**config.mk**
```make
export PLATFORM = sky130hd
export DESIGN_NAME = vram_bus_arbiter
export DESIGN_NICKNAME = d
export VERILOG_FILES = /design/src/rtl/vram_arb_pkg.sv /design/src/rtl/vram_arb_ctrl.sv /design/src/rtl/vram_arb_datapath.sv /design/src/rtl/vram_bus_arbiter.sv
export SDC_FILE = /design/constraint.sdc
export NUM_CORES = 1
export LEC_CHECK = 0
export BUFFER_PORTS_ARGS = -buffer_cell sky130_fd_sc_hd__buf_4
export CORE_ASPECT_RATIO = 0.7
export CORE_MARGIN = 1.5
export CORE_UTILIZATION = 48
export DETAILED_ROUTE_END_ITERATION = 10
export PLACE_DENSITY = 0.85
export REMOVE_ABC_BUFFERS = 1
export SYNTH_ARGS = -nofsm -noshare
export SYNTH_HDL_FRONTEND = slang
export SYNTH_SLANG_ARGS = --single-unit
```
**constraint.sdc**
```tcl
create_clock -name clk -period 4 [get_ports clk]
set_clock_uncertainty 0.2 [all_clocks]
set_input_delay 0.8 -clock clk [delete_from_list [all_inputs] [get_ports clk]]
set_output_delay 0.8 -clock clk [all_outputs]
set_load 0.005 [all_outputs]
```
**src/rtl/vram_arb_pkg.sv**
```systemverilog
package vram_arb_pkg;

  typedef enum logic [2:0] {
    ST_SCAN,
    ST_OWN,
    ST_SETUP,
    ST_STROBE,
    ST_HOLD,
    ST_RELEASE
  } arb_state_e;

  typedef struct packed {
    logic scanOwn;      // scanner address on the pins, SRAM read enabled
    logic ctlLive;      // controller address passed straight through
    logic addrLatchEn;  // capture controller address
    logic dataLatchEn;  // capture controller data (write start)
    logic dataDrive;    // write-data drivers on
    logic weAct;        // write strobe active
  } arb_strobe_t;

endpackage

```
**src/rtl/vram_arb_ctrl.sv**
```systemverilog
module vram_arb_ctrl
  import vram_arb_pkg::*;
#(
  parameter int SETUP_CYC   = 1,
  parameter int STROBE_CYC  = 2,
  parameter int HOLD_CYC    = 1,
  parameter int RELEASE_CYC = 1
) (
  input  logic        clk,
  input  logic        rstN,
  input  logic        permitBlank,
  input  logic        ctlSelN,
  input  logic        ctlWrReq,
  output arb_strobe_t strobe
);

  localparam int MAX_AB  = (SETUP_CYC > STROBE_CYC) ? SETUP_CYC : STROBE_CYC;
  localparam int MAX_CD  = (HOLD_CYC > RELEASE_CYC) ? HOLD_CYC : RELEASE_CYC;
  localparam int MAX_CYC = (MAX_AB > MAX_CD) ? MAX_AB : MAX_CD;
  localparam int CNT_W   = (MAX_CYC < 2) ? 1 : $clog2(MAX_CYC);

  localparam logic [CNT_W-1:0] SETUP_LD   = CNT_W'(SETUP_CYC - 1);
  localparam logic [CNT_W-1:0] STROBE_LD  = CNT_W'(STROBE_CYC - 1);
  localparam logic [CNT_W-1:0] HOLD_LD    = CNT_W'(HOLD_CYC - 1);
  localparam logic [CNT_W-1:0] RELEASE_LD = CNT_W'(RELEASE_CYC - 1);

  arb_state_e       state, stateNext;
  logic [CNT_W-1:0] phaseCnt, phaseCntNext;
  logic             permitPrev;
  logic             windowOpen;
  logic             phaseDone;
  logic             keepOwn;
  logic             startWrite;

  assign windowOpen = permitBlank && !permitPrev;
  assign phaseDone  = (phaseCnt == '0);
  assign keepOwn    = !ctlSelN && permitBlank;
  assign startWrite = (state == ST_OWN) && keepOwn && ctlWrReq;

  always_comb begin
    stateNext    = state;
    phaseCntNext = phaseCnt;
    unique case (state)
      ST_SCAN: begin
        if (windowOpen && !ctlSelN) stateNext = ST_OWN;
      end
      ST_OWN: begin
        if (!keepOwn) begin
          stateNext    = ST_RELEASE;
          phaseCntNext = RELEASE_LD;
        end else if (ctlWrReq) begin
          stateNext    = ST_SETUP;
          phaseCntNext = SETUP_LD;
        end
      end
      ST_SETUP: begin
        if (phaseDone) begin
          stateNext    = ST_STROBE;
          phaseCntNext = STROBE_LD;
        end else begin
          phaseCntNext = phaseCnt - 1'b1;
        end
      end
      ST_STROBE: begin
        if (phaseDone) begin
          stateNext    = ST_HOLD;
          phaseCntNext = HOLD_LD;
        end else begin
          phaseCntNext = phaseCnt - 1'b1;
        end
      end
      ST_HOLD: begin
        if (phaseDone) begin
          if (keepOwn) begin
            stateNext = ST_OWN;
          end else begin
            stateNext    = ST_RELEASE;
            phaseCntNext = RELEASE_LD;
          end
        end else begin
          phaseCntNext = phaseCnt - 1'b1;
        end
      end
      ST_RELEASE: begin
        if (phaseDone) stateNext = ST_SCAN;
        else           phaseCntNext = phaseCnt - 1'b1;
      end
      default: stateNext = ST_SCAN;
    endcase
  end

  always_ff @(posedge clk or negedge rstN) begin
    if (!rstN) begin
      state      <= ST_SCAN;
      phaseCnt   <= '0;
      permitPrev <= 1'b1;  // no grant in the middle of a window open at reset
    end else begin
      state      <= stateNext;
      phaseCnt   <= phaseCntNext;
      permitPrev <= permitBlank;
    end
  end

  always_comb begin
    strobe.scanOwn     = (state == ST_SCAN);
    strobe.ctlLive     = (state == ST_OWN);
    strobe.addrLatchEn = (state == ST_OWN);
    strobe.dataLatchEn = startWrite;
    strobe.dataDrive   = (state == ST_SETUP) || (state == ST_STROBE) || (state == ST_HOLD);
    strobe.weAct       = (state == ST_STROBE);
  end

  // p_grant_window_r3: ownership begins only on a window-opening edge with select low
  p_grant_window_r3: assert property (@(posedge clk) disable iff (!rstN)
    $rose(strobe.ctlLive) && $past(strobe.scanOwn)
      |-> $past(permitBlank) && !$past(permitBlank, 2) && !$past(ctlSelN));

  // p_strobe_after_setup_r5: the strobe is always preceded by the setup phase
  p_strobe_after_setup_r5: assert property (@(posedge clk) disable iff (!rstN)
    $rose(strobe.weAct) |-> $past(state) == ST_SETUP);

  // p_hold_after_strobe_r5: the strobe always ends into the hold phase
  p_hold_after_strobe_r5: assert property (@(posedge clk) disable iff (!rstN)
    $fell(strobe.weAct) |-> state == ST_HOLD);

endmodule

```
**src/rtl/vram_arb_datapath.sv**
```systemverilog
module vram_arb_datapath
  import vram_arb_pkg::*;
#(
  parameter int ADDR_W    = 16,
  parameter int DATA_W    = 8,
  parameter int SETUP_CYC = 1
) (
  input  logic              clk,
  input  logic              rstN,
  input  arb_strobe_t       strobe,
  input  logic              visBlank,
  input  logic [ADDR_W-1:0] scanAddr,
  input  logic [ADDR_W-1:0] ctlAddr,
  input  logic [DATA_W-1:0] ctlData,
  input  logic [DATA_W-1:0] memRdData,
  output logic [ADDR_W-1:0] memAddr,
  output logic [DATA_W-1:0] memWrData,
  output logic              memDataOe,
  output logic              memWeN,
  output logic              memOeN,
  output logic [DATA_W-1:0] pixelOut
);

  localparam int AGE_W = $clog2(SETUP_CYC + 2);
  localparam logic [AGE_W-1:0] AGE_MAX = {AGE_W{1'b1}};

  logic [ADDR_W-1:0] addrReg;
  logic [DATA_W-1:0] dataReg;
  logic [DATA_W-1:0] pixelReg;
  logic [AGE_W-1:0]  latchAge;
  logic              useLatch;

  assign useLatch = !strobe.scanOwn && !strobe.ctlLive;

  always_ff @(posedge clk or negedge rstN) begin
    if (!rstN) begin
      addrReg <= '0;
      dataReg <= '0;
    end else begin
      if (strobe.addrLatchEn) addrReg <= ctlAddr;
      if (strobe.dataLatchEn) dataReg <= ctlData;
    end
  end

  always_ff @(posedge clk or negedge rstN) begin
    if (!rstN)         pixelReg <= '0;
    else if (visBlank) pixelReg <= '0;
    else               pixelReg <= memRdData;
  end

  // cycles the latched controller address has been on the pins
  always_ff @(posedge clk or negedge rstN) begin
    if (!rstN)                    latchAge <= '0;
    else if (!useLatch)           latchAge <= '0;
    else if (latchAge != AGE_MAX) latchAge <= latchAge + 1'b1;
  end

  always_comb begin
    if (strobe.scanOwn)      memAddr = scanAddr;
    else if (strobe.ctlLive) memAddr = ctlAddr;
    else                     memAddr = addrReg;
  end

  assign memWrData = dataReg;
  assign memDataOe = strobe.dataDrive;
  assign memWeN    = !strobe.weAct;
  assign memOeN    = !strobe.scanOwn;
  assign pixelOut  = pixelReg;

  // p_we_after_setup_r10: the address has been held for the setup count before write enable
  p_we_after_setup_r10: assert property (@(posedge clk) disable iff (!rstN)
    !memWeN |-> (int'(latchAge) >= SETUP_CYC) && memDataOe && memOeN);

  // p_no_visible_write_r10: no write strobe while the picture is visible
  p_no_visible_write_r10: assert property (@(posedge clk) disable iff (!rstN)
    !memWeN |-> visBlank);

  // p_hold_stable_r5: address and data stay put on the cycle after the strobe ends
  p_hold_stable_r5: assert property (@(posedge clk) disable iff (!rstN)
    $rose(memWeN) |-> memDataOe && (memAddr == $past(memAddr)) && $stable(memWrData));

  // p_scan_read_r2: the SRAM read enable tracks scanner ownership, never during a write
  p_scan_read_r2: assert property (@(posedge clk) disable iff (!rstN)
    !memOeN |-> memWeN && !memDataOe);

endmodule

```
**src/rtl/vram_bus_arbiter.sv**
```systemverilog
module vram_bus_arbiter
  import vram_arb_pkg::*;
#(
  parameter int ADDR_W      = 16,
  parameter int DATA_W      = 8,
  parameter int SETUP_CYC   = 1,
  parameter int STROBE_CYC  = 2,
  parameter int HOLD_CYC    = 1,
  parameter int RELEASE_CYC = 1
) (
  input  logic              clk,
  input  logic              rstN,
  input  logic [ADDR_W-1:0] scanAddr,
  input  logic              visBlank,
  input  logic              permitBlank,
  input  logic              ctlSelN,
  input  logic [ADDR_W-1:0] ctlAddr,
  input  logic [DATA_W-1:0] ctlData,
  input  logic              ctlWrReq,
  input  logic [DATA_W-1:0] memRdData,
  output logic [ADDR_W-1:0] memAddr,
  output logic [DATA_W-1:0] memWrData,
  output logic              memDataOe,
  output logic              memWeN,
  output logic              memOeN,
  output logic [DATA_W-1:0] pixelOut
);

  arb_strobe_t strobe;

  vram_arb_ctrl #(
    .SETUP_CYC  (SETUP_CYC),
    .STROBE_CYC (STROBE_CYC),
    .HOLD_CYC   (HOLD_CYC),
    .RELEASE_CYC(RELEASE_CYC)
  ) u_ctrl (
    .clk        (clk),
    .rstN       (rstN),
    .permitBlank(permitBlank),
    .ctlSelN    (ctlSelN),
    .ctlWrReq   (ctlWrReq),
    .strobe     (strobe)
  );

  vram_arb_datapath #(
    .ADDR_W   (ADDR_W),
    .DATA_W   (DATA_W),
    .SETUP_CYC(SETUP_CYC)
  ) u_dp (
    .clk      (clk),
    .rstN     (rstN),
    .strobe   (strobe),
    .visBlank (visBlank),
    .scanAddr (scanAddr),
    .ctlAddr  (ctlAddr),
    .ctlData  (ctlData),
    .memRdData(memRdData),
    .memAddr  (memAddr),
    .memWrData(memWrData),
    .memDataOe(memDataOe),
    .memWeN   (memWeN),
    .memOeN   (memOeN),
    .pixelOut (pixelOut)
  );

endmodule

```
# After elaboration in Yosys (flattened, before gate mapping)
# Cells that the tools add are included.
# classes
addsub,1
n_eq_ne,11
muxes,17
n_reduce_logical,16
# ops
cell,n
$mux 16,2
$mux 3,8
$pmux 3 s6,1
$ne 2x2->1 const B,5
$mux 8,1
$eq 3x2->1 const B,2
$eq 3x3->1 const B,2
$reduce_and 6->1,1
$logic_and 1x1->1,5
$logic_not 1->1,4
$mux 1,4
$eq 3x1->1 const B,1
$logic_not 3->1,1
$ne 3x3->1 const B,1
$pmux 1 s3,1
$reduce_bool 3->1,1
$reduce_or 3->1,1
$logic_or 1x1->1,2
$reduce_and 2->1,1
$sub 1x1->1 const B,1
# word_totals
register_bits,37
output_inout_bits,35
wordCells,51

# Longest topological paths before layout
# depth
depth_word,5
mapped_depth,6
ltp_nobuf,4

# Hierarchy
# From an unflattened synthesis, not the netlist that was laid out.
# hier_totals
cells_unflattened,161
area_unflattened_um2,1895.6
# by_module_without_submodules
module,n_inst,cells_each,area_each_um2
vram_arb_datapath,1,123,1555.2
vram_arb_ctrl,1,38,340.3

# Least setup slack after synthesis
# Ideal clock, no wire load.
# synth_timing
path_type,reg2out
startpoint,reg u_ctrl.state[2]
endpoint,out memAddr[0]
arrival_time_ps,1692
required_ps,3000
setup_slack_ps,1308
stages_incl_launch_ff,6
n_path_buf,2
cell_sequence,dfrtp_1 -> buf_2 -> nor3b_4 -> buf_6 -> mux2_2 -> mux2_1
# synth_between
elab_chain_len,3
word_cells_on_any_way,4
cone_classes,eq/ne (1); mux (2); reduce/logical (1)
# synth_lines
element,line_no,source
from (decl),vram_arb_ctrl.sv:27,"arb_state_e state, stateNext;"
from (signal assigned),vram_arb_ctrl.sv:98,state <= stateNext;
$eq 3x1->1,vram_arb_ctrl.sv:106,strobe.ctlLive = (state == ST_OWN);
$mux 16,--,
$mux 16 (*),vram_arb_datapath.sv:59,if (strobe.scanOwn) memAddr = scanAddr;
to (decl),vram_bus_arbiter.sv:21,"output logic [ADDR_W-1:0] memAddr,"
# Every way passes the cells marked *; elsewhere a longest branch is shown, timed or not.

# Worst setup path in the final report
# Ends and elaborated chain as after synthesis.

==> impl_metrics.py <==
metrics = {
    "clocking": {
        "htreeDepth": 2,
        "post_cts_buffers": 0,
        "ctsHoldBuffers": 0,
        "ctsRootBufferMaster": "clkbuf_8",
        "cts_buffers": 5,
        "clkTransAtPathRegs_ns": 0.07,
        "cts_tree": "done",
        "clock_sinks": 37,
        "cts_resized": 0,
        "insertion_delay_ns": 0.29,
        "clock_path_buffers": 2,
    },
    "detailed_routing": {
        "firstDrtPassIters": 4,
        "wirelength_mm": 3.501,
        "vias": 1242,
        "final_antenna_net_count": 0,
        "viasPerCell": 4.852,
        "drc": 0,
        "drt-initial-drc-count": 99,
        "wire_per_inst_um": 13.68,
    },
    "place": {
        "place_congestion": 0.7206,
        "place_worst_setup_slack_ns": 0.8689,
        "dp.cells": 248,
        "hpwlAfterDp_mm": 2.677,
        "io_buffers": 88,
    },
    "synthesis": {
        "synth-seq-cells": 37,
        "ys_warn_count": 0,
        "syn-cell-area_sq_um": 1680,
        "avgSynthCellArea_sq_um": 14.12,
        "synth_cell_types": 27,
        "ys_seq_area_share_pct": 55.17,
        "synthCells": 119,
    },
    "setup_path": {
        "worstSetupPathType": "flip-flop to primary output",
        "cp.required_ns": 3.00,
        "cp.depth": 4,
        "cp_cell_sequence": "nor3b_4 > mux2_2 > mux2_1 > buf_4",
        "slowest_delay_ns": 0.74,
        "reg2reg_depth": 3,
        "critical_path_buf_inv_count": 1,
        "critPathMaxFanout": 18,
        "cpLargestDelayFamily": "simple AND/OR/NAND/NOR gates",
        "startpoint_type": "flip-flop",
        "worstPathArrival_ns": 2.41,
        "end_kind": "primary output",
        "cpMaxStageDelayCell": "nor3b_4",
    },
    "timing": {
        "setup_viol": 0,
        "worst_pin_slew_ns": 0.8270,
        "maxSlewHeadroom_pct": 44.81,
        "tns_ns": 0,
        "rsz0062_at_grt": "no",
        "hold_viol_final": 0,
        "whs_ns": 0.2427,
        "fmax_ghz": 0.2929,
        "setup_slack_ns": 0.5859,
        "min_period_ns": 3.414,
        "fin_crit_sh_pct": 85.35,
        "slew_viol_final": 0,
    },
    "power": {
        "ir_drop_mv": 0.4782,
        "leakage_nw": 1.191,
        "cellPowerDensity_nw_per_um2": 683.0,
    },
    "hold_path": {
        "worstHoldPathType": "input pin to async pin",
    },
    "grt": {
        "grt-ovfl-total": 0,
        "grt_max_degree": 38,
        "antenna_found_initial": 0,
        "track_usage_pct": 19.86,
        "grt_pass1_wl_mm": 5.471,
        "grt_pass1_vias": 1168,
    },
    "floorplan": {
        "core-area_sq_um": 3254,
        "die_h_um": 52.51,
        "start_util_pct": 51.63,
        "fp.dieArea_sq_um": 3871,
        "pin_count": 89,
        "placementRows": 17,
        "die_w_um": 73.72,
    },
    "final_layout": {
        "final_cell_mix": "buf_4, dfrtp_1, mux2_2",
        "mostFrequentLayoutCell": "buf_4",
        "nFillCells": 243,
        "antenna_cells": 0,
        "nets": 262,
        "area_growth_pct": 44.30,
        "instances_no_fill": 256,
        "final_layout_size_suffix_gt1_share_pct": 62.68,
    },
    "job": {
        "maxCapViolations": 0,
    },
    "status": {
        "status": "finished, final reports clean",
    },
}
-- worst paths after layout --
path | from | end | slack (ns)
setup / recovery | u_ctrl.state[2]$_DFFE_PN0P_ | memAddr[0] | 0.59
hold / removal | rstN | u_dp.pixelOut[3]$_DFF_PN0_ | 0.24
setup reg to reg | u_ctrl.state[2]$_DFFE_PN0P_ | u_dp.memWrData[7]$_DFFE_PN0P_ | 1.51
hold reg to reg | u_dp.addrReg[4]$_DFF_PN0_ | u_dp.addrReg[4]$_DFF_PN0_ | 0.29
max in group asynchronous | rstN | u_ctrl.permitPrev$_DFF_PN1_ | 3.00
min in group clk | u_dp.addrReg[4]$_DFF_PN0_ | u_dp.addrReg[4]$_DFF_PN0_ | 0.29
-- flip-flops by register name (all words and copies together), names as in the netlist --
name / flops
u_dp.addrReg: 16
u_dp.memWrData: 8
u_dp.pixelOut: 8
u_ctrl.state: 3
u_ctrl.permitPrev: 1
u_ctrl.phaseCnt: 1
-- area by class of cell --
class                      instances  area [sq um]  share of cell area [%]
inverter                           1         3.754                  0.1548
clock buffer                       6         72.57                   2.993
tap                               47         58.81                   2.425
timing repair buffer              88         660.6                   27.24
sequential                        37         927.1                   38.24
multi-input combinational         75         691.9                   28.53
clock inverter                     2         10.01                  0.4128
-- cells in the mapped netlist --
cell,instances,area [sq um]
a21o_1,1,7.510
a22o_1,1,8.760
and3_1,1,6.260
buf_2,1,5.000
buf_4,1,7.510
buf_6,4,45.04
dfrtp_1,36,900.9
dfstp_2,1,26.28
inv_1,1,3.750
mux2_1,10,112.6
mux2_2,32,360.4
nand2_1,4,15.01
nand2b_1,1,6.260
nor2_1,3,11.26
nor2b_1,9,56.30
nor3_1,1,5.000
nor3b_4,1,18.77
o211ai_2,1,12.51
o21a_1,1,7.510
o21ai_0,1,5.000
o21bai_1,2,15.01
o22ai_1,1,6.260
o32ai_1,1,8.760
or2_2,1,6.260
or2b_1,1,7.510
or3_1,1,6.260
xor2_1,1,8.760
-- cell families after synthesis --
| group | share of synthesized area (%) |
|---|---|
| XOR/XNOR | 0.5213 |
| buffers and inverters | 3.648 |
| multiplexers | 28.15 |
| flip-flops | 55.18 |
| AND/OR/NAND/NOR | 8.265 |
| AO/OA/AOI/OAI | 4.244 |
-- per-layer routing --
| metal | share of wire, % | global-route usage, % |
|---|---|---|
| met2 | 45 | 29.28 |
| met1 | 42 | 24.08 |
| met3 | 11 | 11.15 |
| met5 | 0 | 0 |
| met4 | 1.3 | 7.716 |
-- per-stage QoR --
step	power (mW)	util (%)	cell area (sq um)
CTS	1.679	74.51	2425
global route	1.770	74.51	2425
finish	1.656	74.51	2425
floorplan	1.032	-	1623
global placement	1.390	71.97	2342
detailed placement	1.425	71.97	2342
-- power breakdown --
part / switching, mW / internal, mW / total, mW
clock network: 0.130 / 0.121 / 0.250
logic: 0.295 / 0.526 / 0.821
registers: 0.0702 / 0.515 / 0.585
total: 0.495 / 1.16 / 1.66
Note: power is estimated with default switching activity, not from simulation.
